===== src/rtl/dphy_seq_pkg.sv =====
package dphy_seq_pkg;
  localparam int FLD_W = 8;

  typedef enum logic [1:0] {
    PH_STOP = 2'd0,
    PH_LP01 = 2'd1,
    PH_LP00 = 2'd2,
    PH_HS   = 2'd3
  } lane_ph_e;

  // order matters: timed states advance by +1
  typedef enum logic [3:0] {
    S_IDLE, S_CLK_LP01, S_CLK_LP00, S_CLK_PREP, S_CLK_ZERO, S_CLK_PRE,
    S_DAT_LP01, S_DAT_LP00, S_DAT_PREP, S_DAT_ZERO, S_BURST,
    S_DAT_TRAIL, S_CLK_POST, S_CLK_TRAIL, S_EXIT
  } seq_st_e;
endpackage


===== src/rtl/dphy_burst_fsm.sv =====
module dphy_burst_fsm import dphy_seq_pkg::*; #(
  parameter int CNT_W = FLD_W
) (
  input  logic             clk_i,
  input  logic             rst_ni,
  input  logic             hold_i,
  input  logic             start_i,
  input  logic             req_i,
  input  logic [CNT_W-1:0] t_lpx_i,
  input  logic [CNT_W-1:0] t_cprep_i,
  input  logic [CNT_W-1:0] t_czero_i,
  input  logic [CNT_W-1:0] t_cpre_i,
  input  logic [CNT_W-1:0] t_hprep_i,
  input  logic [CNT_W-1:0] t_hzero_i,
  input  logic [CNT_W-1:0] t_htrail_i,
  input  logic [CNT_W-1:0] t_cpost_i,
  input  logic [CNT_W-1:0] t_ctrail_i,
  input  logic [CNT_W-1:0] t_hexit_i,
  output lane_ph_e         clk_ph_o,
  output lane_ph_e         dat_ph_o,
  output logic             hs_ready_o
);
  seq_st_e          st_q, st_d;
  logic [CNT_W-1:0] cnt_q, cnt_d, dur;
  logic             last;

  assign last = (cnt_q == CNT_W'(1));

  always_comb begin
    st_d = st_q;
    unique case (st_q)
      S_IDLE:  if (start_i) st_d = S_CLK_LP01;
      S_BURST: if (!req_i) st_d = S_DAT_TRAIL;
      S_EXIT:  if (last) st_d = S_IDLE;
      default: if (last) st_d = seq_st_e'(st_q + 4'd1);
    endcase
    if (hold_i) st_d = S_IDLE;
  end

  always_comb begin
    unique case (st_d)
      S_CLK_LP01, S_CLK_LP00,
      S_DAT_LP01, S_DAT_LP00: dur = t_lpx_i;
      S_CLK_PREP:             dur = t_cprep_i;
      S_CLK_ZERO:             dur = t_czero_i;
      S_CLK_PRE:              dur = t_cpre_i;
      S_DAT_PREP:             dur = t_hprep_i;
      S_DAT_ZERO:             dur = t_hzero_i;
      S_DAT_TRAIL:            dur = t_htrail_i;
      S_CLK_POST:             dur = t_cpost_i;
      S_CLK_TRAIL:            dur = t_ctrail_i;
      S_EXIT:                 dur = t_hexit_i;
      default:                dur = '0;
    endcase
    if (st_d != st_q)         cnt_d = (dur == '0) ? CNT_W'(1) : dur;
    else if (cnt_q != '0)     cnt_d = cnt_q - CNT_W'(1);
    else                      cnt_d = cnt_q;
  end

  always_ff @(posedge clk_i or negedge rst_ni) begin
    if (!rst_ni) begin
      st_q  <= S_IDLE;
      cnt_q <= '0;
    end else begin
      st_q  <= st_d;
      cnt_q <= cnt_d;
    end
  end

  always_comb begin
    unique case (st_q)
      S_IDLE, S_EXIT: clk_ph_o = PH_STOP;
      S_CLK_LP01:     clk_ph_o = PH_LP01;
      S_CLK_LP00:     clk_ph_o = PH_LP00;
      default:        clk_ph_o = PH_HS;
    endcase
    unique case (st_q)
      S_DAT_LP01:                      dat_ph_o = PH_LP01;
      S_DAT_LP00:                      dat_ph_o = PH_LP00;
      S_DAT_PREP, S_DAT_ZERO,
      S_BURST, S_DAT_TRAIL:            dat_ph_o = PH_HS;
      default:                         dat_ph_o = PH_STOP;
    endcase
  end

  assign hs_ready_o = (st_q == S_BURST);
endmodule


===== src/rtl/dphy_lane_drv.sv =====
module dphy_lane_drv import dphy_seq_pkg::*; (
  input  lane_ph_e    ph_i,
  input  logic        stop_i,
  input  logic        pd_i,
  input  logic        hs_sel_i,
  input  logic        hs_val_i,
  input  logic        lp_sel_i,
  input  logic        lp_val_i,
  input  logic        top_bit_i,
  output logic        hs_en_o,
  output logic        lp_en_o,
  output logic        dp_o,
  output logic        dn_o,
  output logic [3:0]  sts_o
);
  lane_ph_e ph;
  logic     hs, lp;

  assign ph = stop_i ? PH_STOP : ph_i;

  always_comb begin
    unique case (ph)
      PH_STOP: {hs, lp, dp_o, dn_o} = 4'b0111;
      PH_LP01: {hs, lp, dp_o, dn_o} = 4'b0101;
      PH_LP00: {hs, lp, dp_o, dn_o} = 4'b0100;
      default: {hs, lp, dp_o, dn_o} = 4'b1000;
    endcase
    if (pd_i) {hs, lp, dp_o, dn_o} = 4'b0000;
  end

  assign hs_en_o = hs_sel_i ? hs_val_i : hs;
  assign lp_en_o = lp_sel_i ? lp_val_i : lp;
  assign sts_o   = {top_bit_i, ~pd_i & (ph == PH_STOP), 1'b0, ~pd_i & (ph == PH_HS)};
endmodule


===== src/rtl/dphy_burst_seq.sv =====
module dphy_burst_seq import dphy_seq_pkg::*; #(
  parameter int NUM_LANES = 4,
  localparam int NL = NUM_LANES + 1,
  localparam int LC_W = $clog2(NUM_LANES + 1)
) (
  input  logic              clk_i,
  input  logic              rst_ni,
  input  logic              burst_req_i,
  input  logic [31:0]       clk_tim_i,
  input  logic [31:0]       hs_tim_i,
  input  logic [FLD_W-1:0]  clk_pre_i,
  input  logic [FLD_W-1:0]  lpx_i,
  input  logic [LC_W-1:0]   lane_cnt_i,
  input  logic              phy_off_i,
  input  logic              phy_rst_i,
  input  logic [NL-1:0]     lane_rst_i,
  input  logic              force_stop_i,
  input  logic [NL-1:0]     ovr_hs_sel_i,
  input  logic [NL-1:0]     ovr_hs_val_i,
  input  logic [NL-1:0]     ovr_lp_sel_i,
  input  logic [NL-1:0]     ovr_lp_val_i,
  input  logic              mbias_ready_i,
  output logic [NL-1:0]     tx_hs_en_o,
  output logic [NL-1:0]     tx_lp_en_o,
  output logic [NL-1:0]     lp_dp_o,
  output logic [NL-1:0]     lp_dn_o,
  output logic [NL-1:0]     pd_o,
  output logic              hs_ready_o,
  output logic [4*NL-1:0]   status_o
);
  lane_ph_e clk_ph, dat_ph;
  logic     hold;

  assign hold = phy_rst_i | phy_off_i | lane_rst_i[NUM_LANES];

  dphy_burst_fsm #(.CNT_W(FLD_W)) u_fsm (
    .clk_i      (clk_i),
    .rst_ni     (rst_ni),
    .hold_i     (hold),
    .start_i    (burst_req_i & ~force_stop_i),
    .req_i      (burst_req_i),
    .t_lpx_i    (lpx_i),
    .t_cprep_i  (clk_tim_i[31:24]),
    .t_czero_i  (clk_tim_i[23:16]),
    .t_cpre_i   (clk_pre_i),
    .t_hprep_i  (hs_tim_i[31:24]),
    .t_hzero_i  (hs_tim_i[23:16]),
    .t_htrail_i (hs_tim_i[15:8]),
    .t_cpost_i  (clk_tim_i[15:8]),
    .t_ctrail_i (clk_tim_i[7:0]),
    .t_hexit_i  (hs_tim_i[7:0]),
    .clk_ph_o   (clk_ph),
    .dat_ph_o   (dat_ph),
    .hs_ready_o (hs_ready_o)
  );

  for (genvar k = 0; k < NL; k++) begin : g_lane
    logic     stop, top;
    lane_ph_e ph;
    if (k == NUM_LANES) begin : g_clk
      assign ph       = clk_ph;
      assign stop     = lane_rst_i[k] | phy_rst_i;
      assign top      = mbias_ready_i;
      assign pd_o[k]  = phy_off_i;
    end else begin : g_dat
      assign ph       = dat_ph;
      assign stop     = lane_rst_i[k] | phy_rst_i | force_stop_i;
      assign top      = 1'b0;
      assign pd_o[k]  = phy_off_i | (lane_cnt_i <= LC_W'(k));
    end
    dphy_lane_drv u_drv (
      .ph_i      (ph),
      .stop_i    (stop),
      .pd_i      (pd_o[k]),
      .hs_sel_i  (ovr_hs_sel_i[k]),
      .hs_val_i  (ovr_hs_val_i[k]),
      .lp_sel_i  (ovr_lp_sel_i[k]),
      .lp_val_i  (ovr_lp_val_i[k]),
      .top_bit_i (top),
      .hs_en_o   (tx_hs_en_o[k]),
      .lp_en_o   (tx_lp_en_o[k]),
      .dp_o      (lp_dp_o[k]),
      .dn_o      (lp_dn_o[k]),
      .sts_o     (status_o[4*k +: 4])
    );
  end
endmodule


===== config.mk =====
export PLATFORM = sky130hd
export DESIGN_NAME = dphy_burst_seq
export DESIGN_NICKNAME = d
export VERILOG_FILES = /design/src/rtl/dphy_seq_pkg.sv /design/src/rtl/dphy_burst_fsm.sv /design/src/rtl/dphy_lane_drv.sv /design/src/rtl/dphy_burst_seq.sv
export SDC_FILE = /design/constraint.sdc
export NUM_CORES = 1
export LEC_CHECK = 0
export CAP_MARGIN = 5
export CORE_MARGIN = 3
export CORE_UTILIZATION = 38
export CTS_BUF_LIST = sky130_fd_sc_hd__clkbuf_8
export DETAILED_ROUTE_END_ITERATION = 10
export PLACE_DENSITY_LB_ADDON = 0.08
export REMOVE_ABC_BUFFERS = 1
export SLEW_MARGIN = 25
export SYNTH_ARGS = -nofsm -noshare
export SYNTH_HDL_FRONTEND = slang
export SYNTH_SLANG_ARGS = --single-unit

===== constraint.sdc =====
create_clock -name clk_i -period 4.7 [get_ports clk_i]
set_clock_uncertainty 0.05 [all_clocks]
set_input_delay 0.94 -clock clk_i [delete_from_list [all_inputs] [get_ports clk_i]]
set_output_delay 0.94 -clock clk_i [all_outputs]
set_load 0.1 [all_outputs]

==> metrics.csv, run 1 <==
metric,value,unit
synth-async-reset-ratio,100,%
post-dp-hpwl,7830,µm
clock-sinks,12,
path_max_fanout,21,
first_global_vias,3017,
route.detailed.drc,0,
ir_worst_vdd,0.289,mV
via_count,3126,
grt_pass1_wl,14700,µm
n_fill_cell,552,
ys_top_cells_by_area,"buf_4, dfrtp_1, a21oi_1, nand2_1, ha_1",
gp_congestion,0.906,
htreeDepth,1,
antenna_found_initial,0,
synth_top_area_share,12.1,%
die_h,87.0,µm
tns,0,ns
power.leakage,1.59,nW
critPathKind,reg2reg,
hold_viol,0,
fin_area,3750,µm²
synth_flop_cell,dfrtp_1,
min_from,u_fsm.cnt_q[5],
status,"finished, final reports clean",
p_sw,0.000371,W
drive_above_1_share,15.2,%
comb_power_share,62.9,%
reg2reg_from,u_fsm.cnt_q[1],
grtUsageTotal,24.2,%
r2r_end,u_fsm.cnt_q[0],
finalSetupViolCount,0,
avgSynthCellArea,7.22,µm²
grt.overflow.total,0,
synth_common_cells,"buf_4, nand2_1, a21oi_1, nand3_1, nor2_1",
fin_crit_sh,89.7,%
core,6130,µm²
maxSlewHeadroom,35.5,%
cts_made_buffers,3,
grt_setup_unrepaired,false,
cts_resized,0,
crit_arrival,4.35,ns
ant_nets,0,
worst_hold_path.num_cells,3,
grt_max_degree,22,
hp-class,reg2reg,
place_area,3700,µm²
dieWidth,87.0,µm
maxCapViolations,0,
hold_ws,0.570,ns
viasPerCell,5.90,
max_freq,237,MHz
clockRootBuffer,clkbuf_8,
yosysTopAreaCell,buf_4,
rr_worst_depth,15,
cts.path.max_buffers,2,
nets,579,
required,4.83,ns
wirelength,9320,µm
report.final.slew_viol_count,0,
reg2reg_slack,0.48,ns
initial_core_util,40.6,%
cts_hold_buf,0,
worstSkewPairLatency,0.24,ns
die-area,7560,µm²
synthToLayoutAreaGrowth,50.7,%
synth-seq-cells,12,
critPathCaptureType,flip-flop,
drt-initial-drc-count,204,
pwr-share-clk,14.7,%
synth.distinct_cells,68,
power_density,208,nW/µm²
top_level_ports,161,
worst_pin_slew,0.964,ns
first_pass_iters,5,
wl_per_cell,17.6,µm
final.min_clock_period,4.22,ns
clk_pin_slew,0.06,ns
synth_edf_count,0,
synth_cells,345,
start_kind,flip-flop,
num_rows,28,
synthMostInstantiatedCell,buf_4,
ys_seq_area_share,12.1,%
syn-cell-area,2490,µm²
antenna_cells,0,
min_to,u_fsm.cnt_q[5],
io_buffers,149,
cts_tree,done,
post_cts_buffers,0,
power_switching_share,47.6,%
yosys_warnings,0,
p_seq_share,22.3,%
p_int,0.000409,W
[worst max-delay path, stage by stage, from the launching register on]
cell and delay (ns):
dfrtp_1 0.40, inv_1 0.12, ha_1 0.17, or3b_2 0.49, nor2_1 0.29, inv_1 0.11
ha_1 0.19, and3_1 0.17, a211o_1 0.33, nand2_1 0.20, buf_4 0.31, mux2_2 0.37
a22oi_1 0.22, o311ai_1 0.14, nor4_1 0.36, a41o_1 0.21
[sequential cells by signal (all words and copies together) (netlist names)]
register     count
u_fsm.st_q       4
u_fsm.cnt_q      8
[placed cells by master (no fill, tap or decap), drive strengths merged, types with 12 or more instances in the layout]
master and instances:
o21ai 17, nand2 29, nand3 20, nor2 16, inv 12, dfrtp 12, a21oi 26, clkdlybuf4s50 114
buf 43
[power groups by stage]
stage | Clock, W | Combinational (W) | Sequential, W
after floorplan | 0 | 0.000317 | 0.000167
after global placement | 0 | 0.000482 | 0.000174
after detailed placement | 0 | 0.000487 | 0.000175
after CTS | 0.000116 | 0.000489 | 0.000174
after global routing | 0.000121 | 0.000524 | 0.000181
final | 0.000115 | 0.000491 | 0.000174
[worst max-delay path by stage]
stage,slack [ns],end,startpoint,depth (start not counted)
finish,0.48,u_fsm.cnt_q[0],u_fsm.cnt_q[1],15
global placement,0.51,u_fsm.cnt_q[0],phy_rst_i,10
floorplan,-4.79,lp_dp_o[1],phy_off_i,4
CTS,0.54,u_fsm.cnt_q[0],u_fsm.cnt_q[1],15
global route,0.28,u_fsm.cnt_q[0],u_fsm.cnt_q[1],15
detailed placement,0.45,u_fsm.cnt_q[0],phy_rst_i,11
[kinds of logic (layout without fill, tap and decap cells)]
family                   after synthesis  count (layout)  share of synthesized area [%]
other                                  1               9                          0.151
AND/OR/NAND/NOR                      112             112                           24.0
XOR/XNOR                              10              10                           3.52
buffers and inverters                 71             173                           17.0
multiplexers                          17              17                           7.38
AO/OA/AOI/OAI                        114             114                           31.9
flip-flops                            12              12                           12.1
adder cells (fa/ha/maj)                8               8                           4.02
[area by class of cell]
| cell class | instances | area, µm² | area share [%] |
|---|---|---|---|
| Tap cell | 75 | 93.8 | 2.50 |
| Clock buffer | 4 | 55.1 | 1.47 |
| Timing Repair Buffer | 157 | 1460 | 39.0 |
| Inverter | 12 | 45.0 | 1.20 |
| Multi-Input combinational cell | 270 | 1800 | 47.9 |
| Sequential cell | 12 | 300 | 8.00 |
[stage by stage]
stage                     setup WS, ns  total power, W  instances  utilization (%)
final                            0.484        0.000780        530             61.2
after global routing             0.277        0.000826        530             61.2
after CTS                        0.536        0.000779        530             61.2
after global placement           0.511        0.000656        526             60.3
after floorplan                  -4.79        0.000484        294                -
after detailed placement         0.454        0.000662        526             60.3
[layer usage]
layer | vias to the layer above | track usage, % | wire length (µm)
li1 | 1481 | - | -
met1 | 1442 | 31.0 | 3680
met2 | 180 | 40.0 | 4530
met3 | 23 | 5.58 | 856
met4 | 0 | 8.07 | 251
met5 | - | 0 | 0
No activity file was read; power rests on OpenSTA's default activity.
==> run 2, diff against run 1 <==
- TNS_END_PERCENT: default -> 100
- clock period: 4.7 -> 4.1 ns (I/O delays scaled with it)
==> metrics.csv, run 2 (synthesis gave the netlist of run 1 again) <==
metric,value,unit,change
final_cells,541,,+2.1%
crit_family,compound AO/OA/AOI/OAI gates,,
post-dp-hpwl,7830,µm,about the same
critPathMaxStageDelay,0.50,ns,about the same
worstSkewPairLatency,0.24,ns,about the same
cts_hold_buf,0,,unchanged
crit_chain,inv_1 -> ha_1 -> or3b_2 -> nor2_1 -> inv_1 -> ha_1 -> and3_1 -> a211o_1 -> nand2_2 -> mux2_2 -> a22oi_1 -> o21ai_0 -> a2111oi_0 -> buf_4 -> a41o_1,,
hold_viol,0,,unchanged
start_kind,flip-flop,,
grtUsageTotal,24.4,%,+0.22 points
num_rows,28,,unchanged
final.min_clock_period,3.91,ns,-0.310 ns
synthToLayoutAreaGrowth,61.6,%,
ir_worst_vdd,0.289,mV,+0.14%
grt.overflow.total,0,,unchanged
die-area,7560,µm²,unchanged
drt-initial-drc-count,201,,-1.5%
die_h,87.0,µm,unchanged
wirelength,9370,µm,+0.58%
clock-sinks,12,,unchanged
route.detailed.drc,0,,unchanged
cts.path.max_buffers,2,,unchanged
gp_congestion,0.877,,-3.2%
drive_above_1_share,17.6,%,+2.4 points
maxCapViolations,0,,unchanged
finalSetupViolCount,0,,unchanged
hp-class,reg2reg,,
maxSlewHeadroom,46.1,%,+11 points
antenna_cells,0,,unchanged
crit_arrival,4.04,ns,-0.31 ns
status,"finished, final reports clean",,
max_freq,256,MHz,+7.9%
slowest_stage,a2111oi_0,,
first_global_vias,3065,,+1.6%
critPathCaptureType,flip-flop,,
grt_pass1_wl,14900,µm,+1.2%
antenna_found_initial,0,,unchanged
viasPerCell,5.87,,-0.53%
mostFrequentLayoutCells,"clkdlybuf4s50_1, buf_4, nand2_1, a21oi_1, nand3_1",,
io_buffers,149,,unchanged
dp_cells,537,,+2.1%
dieWidth,87.0,µm,unchanged
initial_core_util,40.6,%,unchanged
total_power,0.000928,W,+19%
crit_buf_inv,3,,unchanged
nets,590,,+1.9%
first_pass_iters,5,,unchanged
core,6130,µm²,unchanged
final_common_cell,clkdlybuf4s50_1,,
required,4.23,ns,-0.60 ns
critPathKind,reg2reg,,
path_max_fanout,10,,-52%
cts_made_buffers,3,,unchanged
n_fill_cell,533,,-3.4%
grt_setup_unrepaired,false,,
cts_tree,done,,
fin_crit_sh,95.3,%,+5.6 points
top_level_ports,161,,unchanged
top_regs,"u_fsm.cnt_q x8, u_fsm.st_q x4",,
power.leakage,1.70,nW,+7.1%
wl_per_cell,17.3,µm,-1.5%
via_count,3174,,+1.5%
largest_register_ffs,8,,unchanged
ant_nets,0,,unchanged
clockRootBuffer,clkbuf_8,,
power_density,230,nW/µm²,+11%
hold_ws,0.596,ns,+0.0256 ns
htreeDepth,1,,unchanged
report.final.slew_viol_count,0,,unchanged
top_register,u_fsm.cnt_q,,
clk_pin_slew,0.05,ns,about the same
worst_pin_slew,0.801,ns,-0.163 ns
grt_max_degree,20,,-9.1%
[run 2: changes by cell type in the layout (fill, tap and decap cells not counted), sizes merged]
cell           previous run  this run
buf                      43        55
clkdlybuf4s50           114       113
[run 2: where the power goes]
part | internal, W | switching, W
registers | 0.000156 | 0.0000467
clock network | 0.0000848 | 0.0000438
logic | 0.000258 | 0.000339
total | 0.000498 | 0.000429
[run 2: cell type report]
cell class                 count  area (µm²)  share of cell area, %
timing repair buffer         168        1730                   43.0
multi-input combinational    270        1800                   44.7
sequential                    12         300                   7.46
inverter                      12        45.0                   1.12
tap                           75        93.8                   2.33
clock buffer                   4        55.1                   1.37
[run 2: repair_timing]
item                       CTS  global route
buffers inserted             0             0
gates resized for setup      0             1
setup endpoints to repair    0             2
[run 2: worst paths after layout]
kind	start	endpoint	slack [ns]	cells past startpoint
setup reg to reg	u_fsm.cnt_q[1]	u_fsm.cnt_q[0]	0.19	15
hold / removal	u_fsm.cnt_q[5]	u_fsm.cnt_q[5]	0.60	3
min in group asynchronous	rst_ni	u_fsm.cnt_q[2]	0.89	1
setup / recovery	u_fsm.cnt_q[1]	u_fsm.cnt_q[0]	0.19	15
max in group asynchronous	rst_ni	u_fsm.cnt_q[1]	2.75	1
hold reg to reg	u_fsm.cnt_q[5]	u_fsm.cnt_q[5]	0.60	3
[run 2: worst reg2reg max path: stages (launching register included)]
cell and delay (ns):
dfrtp_1 0.40, inv_1 0.11, ha_1 0.16, or3b_2 0.49, nor2_1 0.15, inv_1 0.08
ha_1 0.18, and3_1 0.18, a211o_1 0.35, nand2_2 0.22, mux2_2 0.37, a22oi_1 0.13
o21ai_0 0.11, a2111oi_0 0.50, buf_4 0.21, a41o_1 0.16
[run 2: through the flow]
stage	util (%)	worst slack, ns	instance area (µm²)	TNS, ns
global placement	64.7	0.257	3970	0
detailed placement	64.7	0.194	3970	0
finish	65.7	0.193	4030	0
global route	65.7	0.0490	4030	0
floorplan	-	-5.15	2140	-54.59
CTS	65.6	0.159	4020	0
[run 2: layer usage]
| metal | vias to the layer above | GRT usage [%] | part of all wire [%] |
|---|---|---|---|
| li1 | 1507 | - | - |
| met1 | 1461 | 31.5 | 40 |
| met2 | 183 | 41.9 | 49 |
| met3 | 23 | 4.35 | 8.5 |
| met4 | 0 | 6.23 | 2.2 |
| met5 | - | 0 | 0 |
==> run 3, diff against run 2 <==
- CELL_PAD_IN_SITES_DETAIL_PLACEMENT: default -> 1
- CELL_PAD_IN_SITES_GLOBAL_PLACEMENT: default -> 2
- CORE_UTILIZATION: 38 -> 19
==> metrics.csv, run 3 (synthesis gave the netlist of run 1 again) <==
metric,value,unit,change
final_cells,644,,+19%
start_kind,flip-flop,,
min_from,u_fsm.cnt_q[5],,
route.detailed.drc,0,,unchanged
maxCapViolations,0,,unchanged
io_buffers,149,,unchanged
htreeDepth,1,,unchanged
first_pass_iters,4,,-1
wl_per_cell,18.7,µm,+7.7%
grtUsageTotal,16.2,%,-8.2 points
power_density,224,nW/µm²,-2.7%
via_count,3096,,-2.5%
seqCellArea,300,µm²,unchanged
grt_pass1_wl,18800,µm,+26%
core,12700,µm²,+110%
p_int,0.000505,W,+1.3%
grt_max_degree,26,,+30%
grt.overflow.total,0,,unchanged
hold_viol,0,,unchanged
power_switching_share,46.9,%,+0.61 points
fin_crit_sh,92.9,%,-2.4 points
antenna_found_initial,0,,unchanged
cts.path.max_buffers,2,,unchanged
antenna_cells,0,,unchanged
cts_tree,done,,
rr_worst_depth,16,,+1
first_global_vias,3387,,+11%
drt-initial-drc-count,138,,-31%
clockRootBuffer,clkbuf_8,,
maxSlewHeadroom,48.1,%,+2.0 points
p_seq_share,21.4,%,-0.4 points
critPathCaptureType,flip-flop,,
slowest_stage,or3b_2,,
status,"finished, final reports clean",,
crit_arrival,3.94,ns,-0.10 ns
critPathMaxStageDelay,0.48,ns,-0.02 ns
comb_power_share,64.2,%,about the same
worst_hold_path.num_cells,3,,unchanged
n_fill_cell,1557,,+190%
final.min_clock_period,3.81,ns,-0.0964 ns
path_max_fanout,25,,+15
die_h,121,µm,+39%
pwr-share-clk,14.3,%,+0.4 points
report.final.slew_viol_count,0,,unchanged
reg2reg_slack,0.29,ns,+0.10 ns
ir_worst_vdd,0.119,mV,-59%
worstSkewPairLatency,0.25,ns,about the same
hold_ws,0.609,ns,+0.0134 ns
hp-class,reg2reg,,
mostFrequentLayoutCells,"clkdlybuf4s50_1, buf_4, nand2_1",,
power.leakage,1.75,nW,+2.7%
r2r_end,u_fsm.cnt_q[0],,
nets,596,,+1.0%
grt_setup_unrepaired,false,,
critPathKind,reg2reg,,
drive_above_1_share,18.9,%,+1.3 points
max_freq,262,MHz,+2.5%
num_rows,41,,+46%
cts_hold_buf,0,,unchanged
top_register,u_fsm.cnt_q,,
largest_register_ffs,8,,unchanged
cts_made_buffers,3,,unchanged
reg2reg_from,u_fsm.cnt_q[1],,
synthToLayoutAreaGrowth,70.1,%,
ant_nets,0,,unchanged
final_common_cell,clkdlybuf4s50_1,,
wirelength,12000,µm,+28%
total_power,0.000950,W,+2.4%
multiInputGateArea,1810,µm²,+0.42%
worst_pin_slew,0.772,ns,-0.0290 ns
clock-sinks,12,,unchanged
crit_chain,inv_1 -> ha_1 -> or3b_2 -> nor2_1 -> inv_1 -> ha_1 -> and3_1 -> a211o_1 -> nand2_1 -> buf_12 -> mux2_2 -> a22oi_1 -> o21ai_0 -> a2111oi_1 -> buf_4 -> a41o_1,,
min_to,u_fsm.cnt_q[5],,
dp_cells,640,,+19%
required,4.23,ns,about the same
initial_core_util,19.6,%,-21 points
fin_ws,0.290,ns,+0.0964 ns
gp_congestion,0.813,,-7.2%
place_ws,0.128,ns,-0.0664 ns
finalSetupViolCount,0,,unchanged
post-dp-hpwl,10200,µm,+31%
p_sw,0.000446,W,+3.8%
post_cts_buffers,0,,unchanged
dieWidth,121,µm,+39%
top_regs,"u_fsm.cnt_q x8, u_fsm.st_q x4",,
tns,0,ns,unchanged
viasPerCell,4.81,,-18%
top_level_ports,161,,unchanged
clk_pin_slew,0.06,ns,about the same
die-area,14500,µm²,+92%
-- run 3: cell types whose count changed in the layout (fill, tap and decap cells not counted) --
cell       delta
a2111oi_0     -1
buf_4         +3
buf_12        +3
nor4_2        +1
nand2_1       +1
nor4_1        -1
a2111oi_1     +1
nor2_1        -1
nor2_2        +1
nand2_2       -1
-- run 3: per-stage QoR --
stage | instance area (µm²) | utilization, %
5_1_grt | 4240 | 33.3
6_report | 4240 | 33.3
3_3_place_gp | 4170 | 32.8
2_1_floorplan | 2140 | -
4_1_cts | 4230 | 33.2
3_5_place_dp | 4170 | 32.8
-- run 3: cell type report --
cell class                      instances  share of cell area, %
Tap cell                              172                   5.08
Multi-Input combinational cell        270                   42.6
Inverter                               12                   1.06
Timing Repair Buffer                  174                   42.8
Clock buffer                            4                   1.30
Sequential cell                        12                   7.09
-- run 3: what timing repair did --
item,4_1_cts,5_1_grt
setup endpoints to repair,0,2
gates resized for setup,0,3
endpoints found under the hold margin,0,0
-- run 3: how the worst max path moves through the flow --
stage	to	start	slack (ns)
final	u_fsm.cnt_q[0]	u_fsm.cnt_q[1]	0.29
after global routing	u_fsm.cnt_q[0]	u_fsm.cnt_q[1]	0.009
after detailed placement	u_fsm.cnt_q[0]	phy_off_i	0.13
after global placement	u_fsm.cnt_q[0]	phy_off_i	0.13
after floorplan	lp_dp_o[1]	phy_off_i	-5.15
after CTS	u_fsm.cnt_q[0]	u_fsm.cnt_q[1]	0.21
-- run 3: power by group through the flow --
stage	combinational, W	clock [W]	sequential [W]
5_1_grt	0.000657	0.000145	0.000212
3_3_place_gp	0.000606	0	0.000202
4_1_cts	0.000614	0.000139	0.000202
3_5_place_dp	0.000611	0	0.000204
2_1_floorplan	0.000364	0	0.000191
6_report	0.000610	0.000136	0.000204
-- run 3: worst max-delay path: cells and delay by family (launching register included) --
family	cells	cell delay, ns
buffers and inverters	4	0.55
DFF	1	0.41
adders and majority gates	2	0.33
and+or+nand+nor	4	0.92
AOI/OAI and AO/OA	5	1.11
muxes	1	0.35
-- run 3: metal layers --
layer  global-route usage, %  vias to the layer above  share of wire (%)
met5                       0                        -                  0
met4                    1.84                        0               0.64
met3                    3.60                        6                6.2
met2                    30.3                      110                 52
met1                    19.5                     1468                 42
li1                        -                     1512                  -
